[src/rtl/card_stat_pkg.sv]
package card_stat_pkg;
  localparam int STAT_W = 32;
  localparam int CODE_W = 2;
  localparam int CODE_LSB = 9;
  localparam int LVL_N = 9;
  localparam logic [STAT_W-1:0] EVT_MASK = 32'hC000_382F;
  localparam logic [STAT_W-1:0] ERR_MASK = 32'h0000_002F;
  localparam logic [STAT_W-1:0] IEN_MASK = 32'h0007_F01F;
  localparam logic [CODE_W-1:0] CODE_NO_TOKEN = 2'd2;

  // status bit positions
  localparam int B_CARD_IN  = 31;
  localparam int B_CARD_OUT = 30;
  localparam int B_B2_EMPTY = 29;
  localparam int B_B1_EMPTY = 28;
  localparam int B_B2_FULL  = 27;
  localparam int B_B1_FULL  = 26;
  localparam int B_UNDERRUN = 25;
  localparam int B_OVERFLOW = 24;
  localparam int B_SDIO     = 14;
  localparam int B_CMD_END  = 13;
  localparam int B_WR_DONE  = 12;
  localparam int B_RD_DONE  = 11;
  localparam int B_RD_RDY   = 7;
  localparam int B_WR_RDY   = 6;
  localparam int B_RESP_CRC = 5;
  localparam int B_RD_CRC   = 3;
  localparam int B_WR_CRC   = 2;
  localparam int B_RESP_TO  = 1;
  localparam int B_RD_TO    = 0;

  function automatic logic sticky_next(input logic q, input logic set, input logic clr);
    return set | (q & ~clr);
  endfunction

  function automatic logic irq_from(input logic [STAT_W-1:0] st, input logic [STAT_W-1:0] en);
    logic [7:0] pend;
    pend[0] = en[0]  & st[B_RD_DONE];
    pend[1] = en[1]  & st[B_WR_DONE];
    pend[2] = en[2]  & st[B_CMD_END];
    pend[3] = en[3]  & st[B_WR_RDY];
    pend[4] = en[4]  & st[B_RD_RDY];
    pend[5] = en[13] & st[B_SDIO];
    pend[6] = en[14] & st[B_CARD_OUT];
    pend[7] = en[15] & st[B_CARD_IN];
    return |pend;
  endfunction
endpackage

[src/rtl/card_stat_sticky.sv]
module card_stat_sticky (
  input  logic clk,
  input  logic rst_n,
  input  logic set_i,
  input  logic clr_i,
  output logic q_o
);
  import card_stat_pkg::*;

  always_ff @(posedge clk or negedge rst_n) begin
    if (!rst_n) q_o <= 1'b0;
    else        q_o <= sticky_next(q_o, set_i, clr_i);
  end

  p_set_r2: assert property (@(posedge clk) disable iff (!rst_n) set_i |=> q_o);
  p_clr_r3: assert property (@(posedge clk) disable iff (!rst_n) (clr_i && !set_i) |=> !q_o);
  p_keep_r3: assert property (@(posedge clk) disable iff (!rst_n) (q_o && !clr_i) |=> q_o);
  p_race_r4: assert property (@(posedge clk) disable iff (!rst_n) (set_i && clr_i) |=> q_o);
endmodule

[src/rtl/card_stat_code.sv]
module card_stat_code #(
  parameter int W = 2
) (
  input  logic         clk,
  input  logic         rst_n,
  input  logic         load_i,
  input  logic [W-1:0] code_i,
  input  logic [W-1:0] clr_i,
  output logic [W-1:0] code_o
);
  always_ff @(posedge clk or negedge rst_n) begin
    if (!rst_n)      code_o <= '0;
    else if (load_i) code_o <= code_i;
    else             code_o <= code_o & ~clr_i;
  end

  p_load_r6: assert property (@(posedge clk) disable iff (!rst_n) load_i |=> (code_o == $past(code_i)));
  p_hold_r6: assert property (@(posedge clk) disable iff (!rst_n)
    (!load_i && clr_i == '0) |=> $stable(code_o));
endmodule

[src/rtl/card_stat_levels.sv]
module card_stat_levels #(
  parameter int N = 9
) (
  input  logic         clk,
  input  logic         rst_n,
  input  logic [N-1:0] lvl_i,
  output logic [N-1:0] lvl_o
);
  logic past_ok;

  always_ff @(posedge clk or negedge rst_n) begin
    if (!rst_n) begin
      lvl_o   <= '0;
      past_ok <= 1'b0;
    end else begin
      lvl_o   <= lvl_i;
      past_ok <= 1'b1;
    end
  end

  p_follow_r5: assert property (@(posedge clk) disable iff (!rst_n) past_ok |-> (lvl_o == $past(lvl_i)));
endmodule

[src/rtl/card_stat_irq.sv]
module card_stat_irq #(
  parameter int W = 32
) (
  input  logic         clk,
  input  logic         rst_n,
  input  logic [W-1:0] stat_i,
  input  logic [W-1:0] en_i,
  output logic         irq_o
);
  import card_stat_pkg::*;

  assign irq_o = irq_from(stat_i, en_i);

  p_needs_en_r9: assert property (@(posedge clk) disable iff (!rst_n) irq_o |-> (en_i != '0));
  p_needs_evt_r9: assert property (@(posedge clk) disable iff (!rst_n)
    irq_o |-> ((stat_i & ~ERR_MASK) != '0));
endmodule

[src/rtl/card_host_stat.sv]
module card_host_stat
  import card_stat_pkg::*;
(
  input  logic        clk,
  input  logic        rst_n,
  input  logic        reg_wr,
  input  logic        reg_addr,
  input  logic [31:0] reg_wdata,
  output logic [31:0] reg_rdata,
  input  logic        ev_card_in,
  input  logic        ev_card_out,
  input  logic        ev_cmd_end,
  input  logic        ev_wr_done,
  input  logic        ev_rd_done,
  input  logic        ev_resp_crc,
  input  logic        ev_rd_crc,
  input  logic        ev_wr_crc,
  input  logic [1:0]  wr_crc_code,
  input  logic        ev_resp_to,
  input  logic        ev_rd_to,
  input  logic        lv_buf2_empty,
  input  logic        lv_buf1_empty,
  input  logic        lv_buf2_full,
  input  logic        lv_buf1_full,
  input  logic        lv_underrun,
  input  logic        lv_overflow,
  input  logic        lv_sdio_act,
  input  logic        lv_rd_ready,
  input  logic        lv_wr_ready,
  output logic        irq,
  output logic        err_any,
  output logic        no_crc_token
);
  logic [STAT_W-1:0] evt_vec;
  logic [STAT_W-1:0] sticky;
  logic [STAT_W-1:0] lvl_word;
  logic [STAT_W-1:0] status;
  logic [STAT_W-1:0] en_q;
  logic [LVL_N-1:0]  lvl_raw;
  logic [LVL_N-1:0]  lvl_q;
  logic [CODE_W-1:0] code_q;
  logic              stat_wr;
  logic              en_wr;

  assign stat_wr = reg_wr && !reg_addr;
  assign en_wr   = reg_wr && reg_addr;

  always_comb begin
    evt_vec = '0;
    evt_vec[B_CARD_IN]  = ev_card_in;
    evt_vec[B_CARD_OUT] = ev_card_out;
    evt_vec[B_CMD_END]  = ev_cmd_end;
    evt_vec[B_WR_DONE]  = ev_wr_done;
    evt_vec[B_RD_DONE]  = ev_rd_done;
    evt_vec[B_RESP_CRC] = ev_resp_crc;
    evt_vec[B_RD_CRC]   = ev_rd_crc;
    evt_vec[B_WR_CRC]   = ev_wr_crc;
    evt_vec[B_RESP_TO]  = ev_resp_to;
    evt_vec[B_RD_TO]    = ev_rd_to;
  end

  for (genvar b = 0; b < STAT_W; b++) begin : g_bit
    if (EVT_MASK[b]) begin : g_evt
      card_stat_sticky u_bit (
        .clk  (clk),
        .rst_n(rst_n),
        .set_i(evt_vec[b]),
        .clr_i(stat_wr & reg_wdata[b]),
        .q_o  (sticky[b])
      );
    end else begin : g_none
      assign sticky[b] = 1'b0;
    end
  end

  card_stat_code #(.W(CODE_W)) u_code (
    .clk   (clk),
    .rst_n (rst_n),
    .load_i(ev_wr_crc),
    .code_i(wr_crc_code),
    .clr_i (stat_wr ? reg_wdata[CODE_LSB +: CODE_W] : '0),
    .code_o(code_q)
  );

  assign lvl_raw = {lv_buf2_empty, lv_buf1_empty, lv_buf2_full, lv_buf1_full,
                    lv_underrun, lv_overflow, lv_sdio_act, lv_rd_ready, lv_wr_ready};

  card_stat_levels #(.N(LVL_N)) u_lvl (
    .clk  (clk),
    .rst_n(rst_n),
    .lvl_i(lvl_raw),
    .lvl_o(lvl_q)
  );

  always_comb begin
    lvl_word = '0;
    lvl_word[B_B2_EMPTY] = lvl_q[8];
    lvl_word[B_B1_EMPTY] = lvl_q[7];
    lvl_word[B_B2_FULL]  = lvl_q[6];
    lvl_word[B_B1_FULL]  = lvl_q[5];
    lvl_word[B_UNDERRUN] = lvl_q[4];
    lvl_word[B_OVERFLOW] = lvl_q[3];
    lvl_word[B_SDIO]     = lvl_q[2];
    lvl_word[B_RD_RDY]   = lvl_q[1];
    lvl_word[B_WR_RDY]   = lvl_q[0];
  end

  assign status = sticky | lvl_word | (STAT_W'(code_q) << CODE_LSB);

  always_ff @(posedge clk or negedge rst_n) begin
    if (!rst_n)     en_q <= '0;
    else if (en_wr) en_q <= reg_wdata & IEN_MASK;
  end

  card_stat_irq #(.W(STAT_W)) u_irq (
    .clk   (clk),
    .rst_n (rst_n),
    .stat_i(status),
    .en_i  (en_q),
    .irq_o (irq)
  );

  assign reg_rdata    = reg_addr ? en_q : status;
  assign err_any      = |(status & ERR_MASK);
  assign no_crc_token = (code_q == CODE_NO_TOKEN);

  p_en_hold_r8: assert property (@(posedge clk) disable iff (!rst_n) !en_wr |=> $stable(en_q));
  p_err_src_r7: assert property (@(posedge clk) disable iff (!rst_n)
    (ev_resp_to || ev_rd_to || ev_rd_crc || ev_wr_crc || ev_resp_crc) |=> err_any);
endmodule

[config.mk]
export PLATFORM = sky130hd
export DESIGN_NAME = card_host_stat
export DESIGN_NICKNAME = d
export VERILOG_FILES = /design/src/rtl/card_stat_pkg.sv /design/src/rtl/card_stat_sticky.sv /design/src/rtl/card_stat_code.sv /design/src/rtl/card_stat_levels.sv /design/src/rtl/card_stat_irq.sv /design/src/rtl/card_host_stat.sv
export SDC_FILE = /design/constraint.sdc
export NUM_CORES = 1
export LEC_CHECK = 0
export BUFFER_PORTS_ARGS = -buffer_cell sky130_fd_sc_hd__buf_2
export CAP_MARGIN = 20
export CELL_PAD_IN_SITES_DETAIL_PLACEMENT = 1
export CELL_PAD_IN_SITES_GLOBAL_PLACEMENT = 1
export CORE_ASPECT_RATIO = 0.6
export CORE_MARGIN = 2
export CORE_UTILIZATION = 29
export DETAILED_ROUTE_END_ITERATION = 16
export GPL_TIMING_DRIVEN = 0
export PLACE_DENSITY = 0.87
export SLEW_MARGIN = 20
export SYNTH_ARGS = -nofsm -noshare
export SYNTH_HDL_FRONTEND = slang
export SYNTH_SLANG_ARGS = --single-unit
export TNS_END_PERCENT = 100
[constraint.sdc]
create_clock -name clk -period 0.81 [get_ports clk]
set_input_delay 0.081 -clock clk [delete_from_list [all_inputs] [get_ports clk]]
set_output_delay 0.081 -clock clk [all_outputs]
set_load 0.02 [all_outputs]
# Yosys cells after proc, flatten, opt, wreduce, memory -nomap -nowiden
# Index checks and enable logic that the tools add are counted.
# word_totals
reg_bits,33
input_bits,57
elab_cells,74
# op_classes
mux,3
n_eq_ne,1
bitwise,52
reduce_logical,5
# ops
cell,n
2-to-1 mux 32 bit,1
bitwise OR 32 x 11 -> 32 bit,1
bitwise OR 32 x 30 -> 32 bit,1
AND 1 bit,28
NOT 1 bit,10
bitwise OR 1 bit,10
OR reduction 8 bit,1
OR reduction 5 bit,1
2-to-1 mux 2 bit,2
AND 2 bit,1
equality test 2 bit (second input constant),1
logical AND 1 bit,2
NOT 2 bit,1
zero test 1 bit,1

# Depth between registers and ports, before layout
# logic_depth
depth_word,6
mapped_depth,4

# By module
# Synthesis repeated with hierarchy kept, for this count alone.
# unflattened
hier_cells,132
area_unflattened_um2,1576.5
# modules_own_cells
module,area_per_inst_um2,seq_area_each_um2,instances,cells_per_inst
card_host_stat,868.3,300.3,1,80
card_stat_sticky,36.3,25.0,10,3
card_stat_levels,225.2,225.2,1,9
card_stat_code,83.8,50.0,1,8
card_stat_irq,36.3,0.0,1,5

# Worst setup path after synthesis
# OpenSTA, ideal clock, no wires.
# synth_path
path_kind,reg-to-output
start,reg en_q[3]
end,out irq
t_arrival_ns,0.785
setup_slack_ns,-0.056
stages_incl_launch_ff,3
path_cell_list,dfrtp_1 a22oi_1 nand4_1
# synth_between
elab_chain_len,2
# synth_rtl
element,line,rtl
start: declaration,card_host_stat.sv:38,logic [STAT_W-1:0] en_q;
start signal: assignment,card_host_stat.sv:112,else if (en_wr) en_q <= reg_wdata & IEN_MASK;
AND 1 bit,card_stat_pkg.sv:41,pend[3] = en[3] & st[B_WR_RDY];
OR reduction 8 bit,card_stat_pkg.sv:46,return |pend;
end: declaration,card_host_stat.sv:30,"output logic irq,"
# Every way passes these cells.

# Worst setup path after layout
# layout_path
start,reg u_lvl.lvl_o[2]
end,out irq
# layout_between
elab_chain_len,4
# layout_rtl
element,line,rtl
start: declaration,card_stat_levels.sv:7,output logic [N-1:0] lvl_o
start signal: assignment,card_stat_levels.sv:16,lvl_o <= lvl_i;
bitwise OR 32 x 30 -> 32 bit,card_host_stat.sv:108,assign status = sticky | lvl_word | (STAT_W'(code_q) << CODE_LSB);
bitwise OR 32 x 11 -> 32 bit,card_host_stat.sv:108,
AND 1 bit,card_stat_pkg.sv:43,pend[5] = en[13] & st[B_SDIO];
OR reduction 8 bit,card_stat_pkg.sv:46,
# Every way passes these cells.

==> metrics.cfg <==
[global_route]
antenna_found_initial = 0
grt_max_degree = 34
grt_util_all_layers_pct = 16.3
first_global_vias = 1453
overflow = 0
grt_pass1_wl_mm = 7.29

[setup_path]
start_kind = register
end_kind = primary output
critPathTopFamily = flip-flops
crit_fanout = 2
crit_path_top_delay_cell = dfrtp_1
cp_data_arrival_time_ns = 1.17
cp.required_ns = 0.73
setup.worst_path.class = register to primary output
crit_path_cell_trace = a22oi_2, nand4_1, buf_6
max_stage_delay_ns = 0.40
cp_num_buf_inv = 1

[timing]
finalSetupTns_ns = -8.07
hold_slack_ns = -0.138
fin_crit_sh_pct = 154
finalCriticalPeriod_ns = 1.25
relSlewSlack_pct = 49.7
setup_viol = 33
tightestPinTransition_ns = 0.754
setup_slack_ns = -0.441
rsz0062_at_grt = yes
maxSlewViolCount = 0
finClkSkew_ns = 0
hold_viol = 33
timing.fmax_mhz = 799

[logic_synthesis]
synthTopCellsByArea = dfrtp_1 (53%), mux2_4 (9.6%), mux2_2 (6.5%)
synth_edf_count = 0
netlist_area_um2 = 1560
synthTopCellsByCount = dfrtp_1 (33), nand3b_1 (12), nor2b_1 (11)
yosysWarnings = 0
synth_top_area_cell = dfrtp_1
synth_cells = 120
yosysTopAreaCellShare_pct = 53.1
ys_types = 20
synthArstFlopShare_pct = 100
avgSynthCellArea_um2 = 13.0
ys_seq_area_share_pct = 53.1
yosysMostFrequentCell = dfrtp_1
synth-seq-cells = 33
synth_ff_type = dfrtp_1

[clock_tree]
clkTransAtPathRegs_ns = 0.07
ctsHoldBuffers = 18
htreeDepth = 2
clkSinkCount = 33
root_buffer = clkbuf_8
clock_latency_ns = 0.27
numCtsBuffers = 5
clockBufferDepth = 2
cts_tree = yes

[detailed_routing]
totalWireLength_mm = 4.62
met1_length_mm = 2.01
drc = 0
ant_nets = 0
vias = 1307
drt_pass1_iterations = 4
met2_length_mm = 2.39
wl_per_cell_um = 15.7
drt_iter0_drc = 22
viasPerCell = 4.45
dr_wl_met3_um = 188
maxUsedRoutingLayer = met4

[die]
core_area_um2 = 5100
die_h_um = 60.7
io_pins = 92
die_w_um = 98.6
initial_utilization_pct = 30.5
std_cell_rows = 20
die_area_um2 = 5990

[placement]
io_buffers = 71
place_ws_ns = -0.407
dp.cells = 262
gp_congestion = 0.715
place_hpwl_mm = 3.12

[run]
maxCapViolCount = 0

[finish]
instances_no_fill = 294
syn2layout_area_growth_pct = 67.0
n_fill_cell = 554
diodes = 0
fin_nets = 284
drive_gt1_share_pct = 57.5

[run_status]
status = complete, but fails checks
violations = hold timing, setup timing

[min_path]
hold_class = input port to asynchronous set/reset pin

[power]
ir_drop_mv = 0.733
power_leakage_nw = 1.27
powerDensity_nw_per_um2 = 1670

-- final timing paths --
kind                                     startpoint                          to  slack, ns  cells after the start
min in group clk                     wr_crc_code[0]  u_code.code_o[0]$_DFF_PN0_       0.03                      2
max reg2reg                    en_q[17]$_DFFE_PN0P_        en_q[17]$_DFFE_PN0P_      -0.06                      2
min                                           rst_n    u_lvl.lvl_o[5]$_DFF_PN0_      -0.14                      1
max in group asynchronous                     rst_n         en_q[4]$_DFFE_PN0P_       0.46                      1
min reg2reg                    en_q[16]$_DFFE_PN0P_        en_q[16]$_DFFE_PN0P_       0.51                      1
max                        u_lvl.lvl_o[2]$_DFF_PN0_                         irq      -0.44                      3
-- routing by layer --
metal	global-route usage, %	vias up
met5	0	-
met4	4.70	0
met3	3.80	2
met2	29.8	40
met1	19.9	645
li1	-	620
-- layout make-up --
| class | instances | area, um2 | share of cell area, % |
|---|---|---|---|
| buffer | 12 | 96.3 | 3.71 |
| clock buffer | 8 | 80.1 | 3.08 |
| multi-input combinational | 80 | 777 | 29.9 |
| sequential | 33 | 826 | 31.8 |
| tap | 66 | 82.6 | 3.18 |
| timing repair buffer | 95 | 738 | 28.4 |
-- placed cells by master, fill, tap and decap left out, drive strengths merged --
cell / n
dlygate4sd3: 18
and2: 5
nand2: 2
a22oi: 4
buf: 88
clkbuf: 9
mux2: 19
nor2: 1
a22o: 2
nand3b: 12
and2b: 6
dfrtp: 33
a21o: 10
nand4: 1
nor3: 1
nor2b: 11
conb: 6
-- flip-flops by register name, indices dropped and copies added (netlist names) --
signal                 count
u_code.code_o              2
u_lvl.lvl_o                9
g_bit.g_evt.u_bit.q_o     10
en_q                      12
-- logic make-up after synthesis --
logic type | share of synthesized area [%]
other cells | 0.241
buf+inv | 5.95
flops | 53.1
compound gates | 7.88
simple gates | 16.7
mux | 16.2
-- timing repair --
item / CTS / global route
pin swaps: 8 / 2
setup endpoints to repair: 31 / 38
gates resized for setup: 49 / 35
endpoints found under the hold margin: 51 / 33
buffers inserted: 3 / 3
-- power by group --
group          switching, mW  internal [mW]  leakage (nW)
combinational          0.503          0.724         0.863
clock                  0.579          0.610        0.0395
sequential             0.124           1.79         0.365
total                   1.21           3.13          1.27
-- stage by stage --
step / hold WS [ns] / instance area, um2 / total power [mW] / utilization, %
floorplan: -0.215 / 1580 / 2.45 / -
global placement: 0.189 / 2010 / 2.78 / 39.4
detailed placement: 0.191 / 2010 / 2.81 / 39.4
CTS: -0.0992 / 2460 / 4.27 / 48.2
global route: -0.0742 / 2600 / 4.57 / 50.9
finish: -0.138 / 2600 / 4.34 / 50.9
Note: power is estimated with default switching activity, not from simulation.
